--- src/rtl/rxq_pkg.sv ---
`timescale 1ns/1ps
package rxq_pkg;
  localparam int unsigned ENTRY_W = 12;
  localparam int unsigned BRK_BIT = 10;
  localparam logic [ENTRY_W-1:0] BRK_ENTRY = ENTRY_W'(1) << BRK_BIT;
  // status byte bit positions
  localparam int unsigned FLG_TXE = 7;
  localparam int unsigned FLG_RXF = 6;
  localparam int unsigned FLG_TXF = 5;
  localparam int unsigned FLG_RXE = 4;
endpackage

--- src/rtl/rxq_store.sv ---
`timescale 1ns/1ps
module rxq_store #(
  parameter int unsigned DEPTH   = 16,
  parameter int unsigned ENTRY_W = 12,
  localparam int unsigned PTR_W  = $clog2(DEPTH)
) (
  input  logic               clk_i,
  input  logic               rst_ni,
  input  logic               we_i,
  input  logic [PTR_W-1:0]   waddr_i,
  input  logic [ENTRY_W-1:0] wdata_i,
  input  logic [PTR_W-1:0]   raddr_i,
  output logic [ENTRY_W-1:0] rdata_o
);
  logic [ENTRY_W-1:0] mem_q [DEPTH];

  for (genvar g = 0; g < DEPTH; g++) begin : g_slot
    always_ff @(posedge clk_i or negedge rst_ni) begin
      if (!rst_ni)                                  mem_q[g] <= '0;
      else if (we_i && waddr_i == PTR_W'(g))        mem_q[g] <= wdata_i;
    end
  end

  assign rdata_o = mem_q[raddr_i];
endmodule

--- src/rtl/rxq_ctrl.sv ---
`timescale 1ns/1ps
module rxq_ctrl #(
  parameter int unsigned DEPTH      = 16,
  parameter int unsigned TRIG_LEVEL = 1,
  localparam int unsigned PTR_W     = $clog2(DEPTH),
  localparam int unsigned CNT_W     = $clog2(DEPTH + 1),
  localparam int unsigned SUM_W     = CNT_W + 1
) (
  input  logic             clk_i,
  input  logic             rst_ni,
  input  logic             fifo_en_i,
  input  logic             push_i,
  input  logic             pop_i,
  output logic             we_o,
  output logic [PTR_W-1:0] waddr_o,
  output logic [PTR_W-1:0] raddr_o,
  output logic             ready_o,
  output logic             full_o,
  output logic             empty_o,
  output logic             irq_o
);
  logic [PTR_W-1:0] rd_q, rd_d;
  logic [CNT_W-1:0] cnt_q, cnt_d;
  logic             mode_q, full_q, full_d, empty_q, irq_q, irq_d;
  logic             toggle, push_acc, pop_eff, pop_clr;
  logic [SUM_W-1:0] slot_sum;

  assign toggle   = fifo_en_i ^ mode_q;
  assign ready_o  = !toggle && (mode_q ? (cnt_q < CNT_W'(DEPTH)) : (cnt_q == '0));
  assign push_acc = push_i && ready_o;
  assign pop_clr  = pop_i && !toggle;
  assign pop_eff  = pop_clr && (cnt_q != '0);

  // write slot = read position + count, modulo DEPTH
  assign slot_sum = SUM_W'(rd_q) + SUM_W'(cnt_q);
  assign waddr_o  = PTR_W'((slot_sum >= SUM_W'(DEPTH)) ? slot_sum - SUM_W'(DEPTH) : slot_sum);
  assign we_o     = push_acc;
  assign raddr_o  = rd_q;

  always_comb begin
    rd_d = rd_q;
    if (pop_eff) rd_d = (rd_q == PTR_W'(DEPTH - 1)) ? '0 : rd_q + 1'b1;
    cnt_d = cnt_q;
    if (push_acc && !pop_eff)      cnt_d = cnt_q + 1'b1;
    else if (!push_acc && pop_eff) cnt_d = cnt_q - 1'b1;
    full_d = full_q;
    if (push_acc)     full_d = mode_q ? (cnt_d == CNT_W'(DEPTH)) : 1'b1;
    else if (pop_clr) full_d = 1'b0;
    irq_d = irq_q;
    if (push_acc && !pop_eff && cnt_d == CNT_W'(TRIG_LEVEL))          irq_d = 1'b1;
    else if (pop_clr && !push_acc && cnt_d == CNT_W'(TRIG_LEVEL - 1)) irq_d = 1'b0;
  end

  always_ff @(posedge clk_i or negedge rst_ni) begin
    if (!rst_ni) begin
      rd_q <= '0; cnt_q <= '0; mode_q <= 1'b0;
      full_q <= 1'b0; empty_q <= 1'b1; irq_q <= 1'b0;
    end else if (toggle) begin
      rd_q <= '0; cnt_q <= '0; mode_q <= fifo_en_i;
      full_q <= 1'b0; empty_q <= 1'b1; irq_q <= 1'b0;
    end else begin
      rd_q <= rd_d; cnt_q <= cnt_d;
      full_q <= full_d; empty_q <= (cnt_d == '0); irq_q <= irq_d;
    end
  end

  assign full_o  = full_q;
  assign empty_o = empty_q;
  assign irq_o   = irq_q;


  cnt_bound_chk: assert property (@(posedge clk_i) disable iff (!rst_ni)
    cnt_q <= CNT_W'(DEPTH));

  single_slot_chk: assert property (@(posedge clk_i) disable iff (!rst_ni)
    !mode_q |-> cnt_q <= CNT_W'(1));

  push_clears_empty_chk: assert property (@(posedge clk_i) disable iff (!rst_ni)
    (push_i && ready_o) |=> !empty_o);

  empty_pop_stable_chk: assert property (@(posedge clk_i) disable iff (!rst_ni)
    (pop_i && !push_i && !toggle && cnt_q == '0) |=> ($stable(rd_q) && cnt_q == '0));

  irq_set_chk: assert property (@(posedge clk_i) disable iff (!rst_ni)
    (push_i && ready_o && !pop_i && cnt_q == CNT_W'(TRIG_LEVEL - 1)) |=> irq_o);

  flush_chk: assert property (@(posedge clk_i) disable iff (!rst_ni)
    toggle |=> (cnt_q == '0 && rd_q == '0 && !irq_o && !full_o));

  push_pop_cnt_chk: assert property (@(posedge clk_i) disable iff (!rst_ni)
    (push_i && ready_o && pop_i && cnt_q != '0) |=> $stable(cnt_q));
endmodule

--- src/rtl/rxq_buffer.sv ---
`timescale 1ns/1ps
module rxq_buffer #(
  parameter int unsigned DEPTH      = 16,
  parameter int unsigned TRIG_LEVEL = 1,
  parameter int unsigned ENTRY_W    = rxq_pkg::ENTRY_W,
  localparam int unsigned PTR_W     = $clog2(DEPTH)
) (
  input  logic               clk_i,
  input  logic               rst_ni,
  input  logic               fifo_en_i,
  input  logic               push_i,
  input  logic [ENTRY_W-1:0] push_data_i,
  input  logic               brk_i,
  input  logic               pop_i,
  output logic [ENTRY_W-1:0] pop_data_o,
  output logic               rx_ready_o,
  output logic [7:0]         flags_o,
  output logic               rx_irq_o
);
  import rxq_pkg::*;

  logic               we, full, empty;
  logic [PTR_W-1:0]   waddr, raddr;
  logic [ENTRY_W-1:0] wdata;

  assign wdata = brk_i ? ENTRY_W'(BRK_ENTRY) : push_data_i;

  rxq_ctrl #(.DEPTH(DEPTH), .TRIG_LEVEL(TRIG_LEVEL)) u_ctrl (
    .clk_i, .rst_ni, .fifo_en_i,
    .push_i  (push_i | brk_i),
    .pop_i,
    .we_o    (we),
    .waddr_o (waddr),
    .raddr_o (raddr),
    .ready_o (rx_ready_o),
    .full_o  (full),
    .empty_o (empty),
    .irq_o   (rx_irq_o)
  );

  rxq_store #(.DEPTH(DEPTH), .ENTRY_W(ENTRY_W)) u_store (
    .clk_i, .rst_ni,
    .we_i    (we),
    .waddr_i (waddr),
    .wdata_i (wdata),
    .raddr_i (raddr),
    .rdata_o (pop_data_o)
  );

  always_comb begin
    flags_o          = '0;
    flags_o[FLG_TXE] = 1'b1;  // no transmit path here
    flags_o[FLG_TXF] = 1'b0;
    flags_o[FLG_RXF] = full;
    flags_o[FLG_RXE] = empty;
  end


  brk_entry_chk: assert property (@(posedge clk_i) disable iff (!rst_ni)
    (brk_i && we) |-> (wdata[BRK_BIT] && wdata[7:0] == 8'h00));

  tx_bits_chk: assert property (@(posedge clk_i) disable iff (!rst_ni)
    flags_o[FLG_TXE] && !flags_o[FLG_TXF]);
endmodule

--- config.mk ---
export PLATFORM = sky130hd
export DESIGN_NAME = rxq_buffer
export DESIGN_NICKNAME = d
export VERILOG_FILES = /design/src/rtl/rxq_pkg.sv /design/src/rtl/rxq_store.sv /design/src/rtl/rxq_ctrl.sv /design/src/rtl/rxq_buffer.sv
export SDC_FILE = /design/constraint.sdc
export NUM_CORES = 1
export LEC_CHECK = 0
export BUFFER_PORTS_ARGS = -buffer_cell sky130_fd_sc_hd__buf_2
export CAP_MARGIN = 20
export CORE_MARGIN = 2
export CORE_UTILIZATION = 56
export CTS_CLUSTER_SIZE = 14
export DETAILED_ROUTE_END_ITERATION = 10
export PLACE_DENSITY = 0.76
export SYNTH_ARGS = -nofsm -noshare
export SYNTH_HDL_FRONTEND = slang
export SYNTH_HIERARCHICAL = 1
export SYNTH_SLANG_ARGS = --single-unit
--- constraint.sdc ---
create_clock -name clk_i -period 2.48 [get_ports clk_i]
set_input_delay 0.372 -clock clk_i [delete_from_list [all_inputs] [get_ports clk_i]]
set_output_delay 0.372 -clock clk_i [all_outputs]
set_load 0.02 [all_outputs]
# Yosys cells after proc, flatten, opt, wreduce, memory -nomap -nowiden
# Index checks and enable logic that the tools add are counted.
dict set report totals {
  register_bits 205
  inputBits 18
  output_inout_bits 22
  elab_cells 106
}
dict set report op_classes {
  add_sub_neg 5
  magnitude_cmp 3
  n_eq_ne 18
  muxes 20
  bitwise_logic 3
  reduce_logical 35
}
# op count
set op_table {}
lappend op_table {{binary-select mux 12 bit (select 4 bit)} 1}
lappend op_table {{== test 4 bit (second input constant)} 9}
lappend op_table {{two-way mux 12 bit} 3}
lappend op_table {{logical AND 1 bit} 25}
lappend op_table {{== test 4 x 3 -> 1 bit (second input constant)} 4}
lappend op_table {{two-way mux 4 bit} 4}
lappend op_table {{two-way mux 5 bit} 3}
lappend op_table {{zero test 5 bit} 2}
lappend op_table {{two-way mux 1 bit} 9}
lappend op_table {{== test 4 x 2 -> 1 bit (second input constant)} 2}
lappend op_table {{adder 4 x 5 -> 6 bit} 1}
lappend op_table {{>= comparator 6 x 5 -> 1 bit (second input constant)} 1}
lappend op_table {{nonzero test 3 bit} 2}
lappend op_table {{adder 5 x 1 -> 5 bit (second input constant)} 1}
lappend op_table {{== test 5 x 1 -> 1 bit (second input constant)} 1}
lappend op_table {{== test 5 bit (second input constant)} 1}
lappend op_table {{>= comparator 5 bit (second input constant)} 1}
lappend op_table {{< comparator 5 bit (second input constant)} 1}
lappend op_table {{inverter 4 -> 5 bit} 1}
lappend op_table {{nonzero test 5 bit} 1}
lappend op_table {{subtractor 5 x 1 -> 5 bit (second input constant)} 1}
lappend op_table {{adder 4 x 1 -> 4 bit (second input constant)} 1}
lappend op_table {{== test 4 x 1 -> 1 bit (second input constant)} 1}
lappend op_table {{zero test 4 bit} 1}
lappend op_table {{5 further kinds} 7}

# Logic depth before layout (Yosys ltp)
dict set report depth {
  depth_word 13
  mapped_depth 11
  ltp_nobuf 10
}

# Modules after synthesis
# The synthesis kept the hierarchy.
# module n_inst cells_per_inst area_per_inst_um2
set modules_own_cells {}
lappend modules_own_cells {rxq_store 1 538 8738.4}
lappend modules_own_cells {rxq_ctrl 1 118 1059.8}
lappend modules_own_cells {rxq_buffer 1 24 161.4}

# Worst setup path before layout
# Ideal clock, no wire load.
dict set report synth_timing {
  path_kind {register to register}
  start {register u_ctrl.cnt_q[1]}
  end {register u_ctrl.irq_q (netlist: u_ctrl/irq_o)}
  setup_time_ns 0.119
  t_arrival_ns 2.437
  required_ns 2.361
  setup_slack_ns -0.076
  path_stages_with_launch 12
  path_buffers 2
  period_less_slack_ns 2.556
  path_cell_list {dfrtp_1 -> inv_1 -> ha_1 -> or4b_4 -> buf_6 -> and2_4 -> buf_6 -> nor3_2 -> a31oi_1 -> a2111oi_4 -> a41o_1 -> nor2_1}
}
dict set report synth_between {
  elab_chain_cells 12
  word_cells_on_any_way 23
  cone_classes {add/sub: 2; order compare: 1; eq/ne: 1; mux: 5; reduce/logical: 14}
}
# item line_no
set synth_lines {}
lappend synth_lines {{start: declaration} rxq_ctrl.sv:23} ;# logic [CNT_W-1:0] cnt_q, cnt_d;
lappend synth_lines {{start signal: assignment} rxq_ctrl.sv:62} ;# rd_q <= rd_d; cnt_q <= cnt_d;
lappend synth_lines {{< comparator 5 bit / zero test 5 bit (equally long branches)} rxq_ctrl.sv:29} ;# assign ready_o = !toggle && (mode_q ? (cnt_q < CNT_W'(DEPTH)) : (cnt_q == '0));
lappend synth_lines {{two-way mux 1 bit} rxq_ctrl.sv:29}
lappend synth_lines {{logical AND 1 bit} rxq_ctrl.sv:29}
lappend synth_lines {{logical AND 1 bit} rxq_ctrl.sv:30} ;# assign push_acc = push_i && ready_o;
lappend synth_lines {{zero test 1 bit} {rxq_ctrl.sv:45, rxq_ctrl.sv:51}}
lappend synth_lines {{logical AND 1 bit} rxq_ctrl.sv:45} ;# else if (!push_acc && pop_eff) cnt_d = cnt_q - 1'b1;
lappend synth_lines {{two-way mux 5 bit} rxq_ctrl.sv:45}
lappend synth_lines {{two-way mux 5 bit} rxq_ctrl.sv:44} ;# if (push_acc && !pop_eff) cnt_d = cnt_q + 1'b1;
lappend synth_lines {{== test 5 x 1 -> 1 bit} rxq_ctrl.sv:50} ;# if (push_acc && !pop_eff && cnt_d == CNT_W'(TRIG_LEVEL)) irq_d = 1'b1;
lappend synth_lines {{logical AND 1 bit} rxq_ctrl.sv:50}
lappend synth_lines {{two-way mux 1 bit} rxq_ctrl.sv:50}
lappend synth_lines {{two-way mux 1 bit} rxq_ctrl.sv:58} ;# end else if (toggle) begin
lappend synth_lines {{end signal: assignment} rxq_ctrl.sv:63} ;# full_q <= full_d; empty_q <= (cnt_d == '0); irq_q <= irq_d;
lappend synth_lines {{end: declaration} rxq_ctrl.sv:24} ;# logic mode_q, full_q, full_d, empty_q, irq_q, irq_d;
# Parallel ways exist; a longest one is shown, timed or not.
# A chain may end at the register's enable or synchronous reset.

# Final worst setup path
dict set report layout_timing {
  start {register u_ctrl.rd_q[0] (netlist: u_ctrl/raddr_o[0])}
  end {register u_store/mem_q[62] in the netlist's numbering}
}
dict set report layout_between {
  elab_chain_cells 5
  word_cells_on_any_way 6
  cone_classes {add/sub: 2; order compare: 1; eq/ne: 1; mux: 1; reduce/logical: 1}
}
# item line_no
set layout_lines {}
lappend layout_lines {{start: declaration} rxq_ctrl.sv:22} ;# logic [PTR_W-1:0] rd_q, rd_d;
lappend layout_lines {{start signal: assignment} rxq_ctrl.sv:62}
lappend layout_lines {{adder 4 x 5 -> 6 bit *} rxq_ctrl.sv:35} ;# assign slot_sum = SUM_W'(rd_q) + SUM_W'(cnt_q);
lappend layout_lines {{>= comparator 6 x 5 -> 1 bit / subtractor 4 x 1 -> 4 bit (equally long branches)} rxq_ctrl.sv:36} ;# assign waddr_o = PTR_W'((slot_sum >= SUM_W'(DEPTH)) ? slot_sum - SUM_W'(DEPTH) : slot_sum);
lappend layout_lines {{two-way mux 4 bit *} rxq_ctrl.sv:36}
lappend layout_lines {{named net waddr[2]} rxq_buffer.sv:23} ;# logic [PTR_W-1:0] waddr, raddr;
lappend layout_lines {{== test 4 bit *} rxq_store.sv:20} ;# else if (we_i && waddr_i == PTR_W'(g)) mem_q[g] <= wdata_i;
lappend layout_lines {{logical AND 1 bit *} rxq_store.sv:20}
lappend layout_lines {{end signal: indexed assignment} rxq_store.sv:20}
lappend layout_lines {{end: declaration} rxq_store.sv:15} ;# logic [ENTRY_W-1:0] mem_q [DEPTH];
# Mark *: on every way through the listed nets, which the timed path passes. The rest lies on a longest branch.

==> metrics <==
# diodes=0; # setup viols final=202; Core Area=17,400 um^2; pin count of the biggest net entering global routing=73; Post-Syn Instances=680; commonest non-fill, non-tap cell in the layout=dfrtp_1; Worst Slack Setup Final=-0.242 ns; worst stage delay on the critical path=0.47 ns; Die Y=137 um; clk sinks=205; Chip Width=137 um; drt initial violations=619; Clk Latency, worst-skew pair=0.50 ns; CTS Root Cell=clkbuf_16; Area growth syn-to-layout=25.8%; Worst Tran Pin Value=0.641 ns; I/O Pins=40; pre-CTS WS=-0.0795 ns; first-pass GRT wire length=40.6 mm; register area=5140 um^2; worst ir drop on vdd=844 uV; Post-synth EDFFs=0; gr ovfl total=0; Slowest-stage cell, CP=dfrtp_4; async set-reset flop share out of synthesis=100%; area of the multi-input gates=5040 um^2; min cycle time layout=2.72 ns; routed len/inst=27.3 um; synthesized flop and latch total=205; # Max-Cap Violations=0; Sw Share=32.0%; htree depth=1; Worst setup SP type=flip-flop; Vias=6,546; Worst slew margin=57.2%; cts bufs inserted=21; Arr. time, crit path=3.10 ns; worst-path maximum fanout=7; Yosys top cell area share=51.3%; Unique masters post-synth=57; skew final=0.0128 ns; vias per cell=6.44; ANT nets after route=0; failing checks=setup timing; Clock Tree Buf Depth=3; cell accounting for the most synthesized area=dfrtp_1; vias in the first global route=6,886; Post-Route Utilization=72.2%; Primary FF master, synth=dfrtp_1; final setup TNS=-30.66 ns; Seq pwr share=35.9%; Routability Congestion=0.860; Syn Std Cell Area=9960 um^2; Psw=0.00421 W; most frequent cells in the layout=dfrtp_1, mux2_2, mux2_4; top post-synthesis cells by area=dfrtp_1, mux2_2, mux4_2, mux2_4, a22oi_1; total power draw=0.0131 W; Power Dens Cells=1050 nW/um^2; WP data required=2.86 ns; CTS tree=done; sequential share of the synthesized area=51.5%; YS warnings=6; worst path cell trace=buf_6 > ha_4 > inv_4 > fa_2 > xnor2_4 > nand3b_1 > nor2_1 > buf_4 > mux2_2; Pleak=5.85 nW; Slew Limit Fails=0; status=complete, but fails checks; initial antenna violation count=0; clk slew on worst S/H paths=0.07 ns; CP Capture Type=flip-flop; Comb power frac=39.9%; initial core utilization=57.4%; period utilization=110%; DR pass1 iterations=5; gr usage total=29.1%; Crit Path Class=reg2reg; RSZ-0062 raised after global routing=yes; DP HPWL=14.9 mm; Hold Path Class=in2reg; row count=48; Nets=802; share of layout cells above drive strength 1=58.4%; die footprint=18,900 um^2; syn_area_per_cell=14.6 um^2; Post-Route WL=27.7 mm; Clk pwr share=24.2%; DRC violations left=0; Hold Violations, Final=0; Achievable Freq=0.367 GHz; layout filler cell count=1,020; P_int=0.00894 W; Port Buf Inserts=33
## final timing paths
kind / start / to / slack, ns / cells after the start
worst max-delay path: u_ctrl/raddr_o[0] / u_store/mem_q[62] / -0.24 / 9
worst min-delay path: fifo_en_i / u_ctrl/mode_q / 0.16 / 2
worst max register to register: u_ctrl/raddr_o[0] / u_store/mem_q[62] / -0.24 / 9
worst min register to register: u_store/mem_q[83] / u_store/mem_q[83] / 0.50 / 1
max in group asynchronous: rst_ni / u_store/mem_q[67] / 1.26 / 3
min in group asynchronous: rst_ni / u_ctrl/raddr_o[0] / 0.45 / 2
## per-stage QoR
step                instances  instance area (um^2)  hold WS, ns
finish                   1016                 12500        0.156
CTS                      1010                 12100        0.149
floorplan                 684                 10000       0.0764
detailed placement        943                 10700        0.434
global placement          943                 10700        0.424
global route             1016                 12500        0.159
## worst max-delay path, delay by kind of cell, from the launching register on
kind | cells | cell delay [ns]
AND/OR/NAND/NOR | 2 | 0.62
adder cells (fa/ha/maj) | 2 | 0.57
flip-flops | 1 | 0.47
buffers and inverters | 3 | 0.40
multiplexers | 1 | 0.35
XOR/XNOR | 1 | 0.19
## Yosys cell counts (3+ instances only)
library cell and n:
a31oi_1 4, or3_4 3, xnor2_1 5, buf_4 10, nand2b_1 4, mux4_2 48, inv_1 6, nor2b_1 16
buf_2 16, nor2_1 15, and2_1 3, nand3_1 4, nand2_1 29, xor2_1 3, mux2_1 10, mux2_2 162
buf_6 9, nand3b_1 4, dfrtp_1 204, a21oi_1 9, a22oi_1 24, mux2_4 20, clkbuf_1 22, o21ai_0 3
ha_1 7
## per-layer routing
layer	routed length, um	vias up	track usage [%]
met5	0	-	0
met4	1190	0	11.5
met3	1720	84	4.75
met2	13700	307	46.9
met1	11100	3461	39.8
li1	-	2694	-
## power by group through the flow
stage | Clock (W) | Combinational (W) | Sequential (W)
finish | 0.00318 | 0.00525 | 0.00472
global route | 0.00335 | 0.00551 | 0.00481
CTS | 0.00319 | 0.00466 | 0.00466
detailed placement | 0 | 0.00377 | 0.00469
global placement | 0 | 0.00364 | 0.00461
floorplan | 0 | 0.00282 | 0.00454
## flip-flops by register name, summed over array words and instances (netlist names)
signal          flops
u_ctrl/mode_q       1
u_ctrl/raddr_o      4
u_ctrl/empty_o      1
u_ctrl/cnt_q        5
u_store/mem_q     192
u_ctrl/full_o       1
u_ctrl/irq_o        1
## layout make-up
class / instances / share of cell area [%]
sequential: 205 / 41.0
multi-input combinational: 418 / 40.3
timing repair buffer: 123 / 10.6
clock buffer: 28 / 4.88
tap: 225 / 2.25
clock inverter: 10 / 0.689
inverter: 7 / 0.310
## logic make-up (layout without fill, tap and decap cells)
group | after synthesis | in the layout | share of synthesized area [%]
other cells | 2 | 6 | 0.0754
simple gates | 99 | 102 | 5.59
fa+ha+maj | 8 | 8 | 1.08
compound gates | 54 | 54 | 4.05
buf+inv | 64 | 168 | 3.67
xor+xnor | 8 | 8 | 0.704
flops | 205 | 205 | 51.5
mux | 240 | 240 | 33.3
## repair_timing
action	4_1_cts	5_1_grt
setup buffers	17	9
hold buffers	1	0
pin swaps	13	30
endpoints found under the hold margin	68	0
gates cloned	11	2
setup endpoints to repair	126	205
resized for setup	77	110
(Power assumes the default switching activity.)
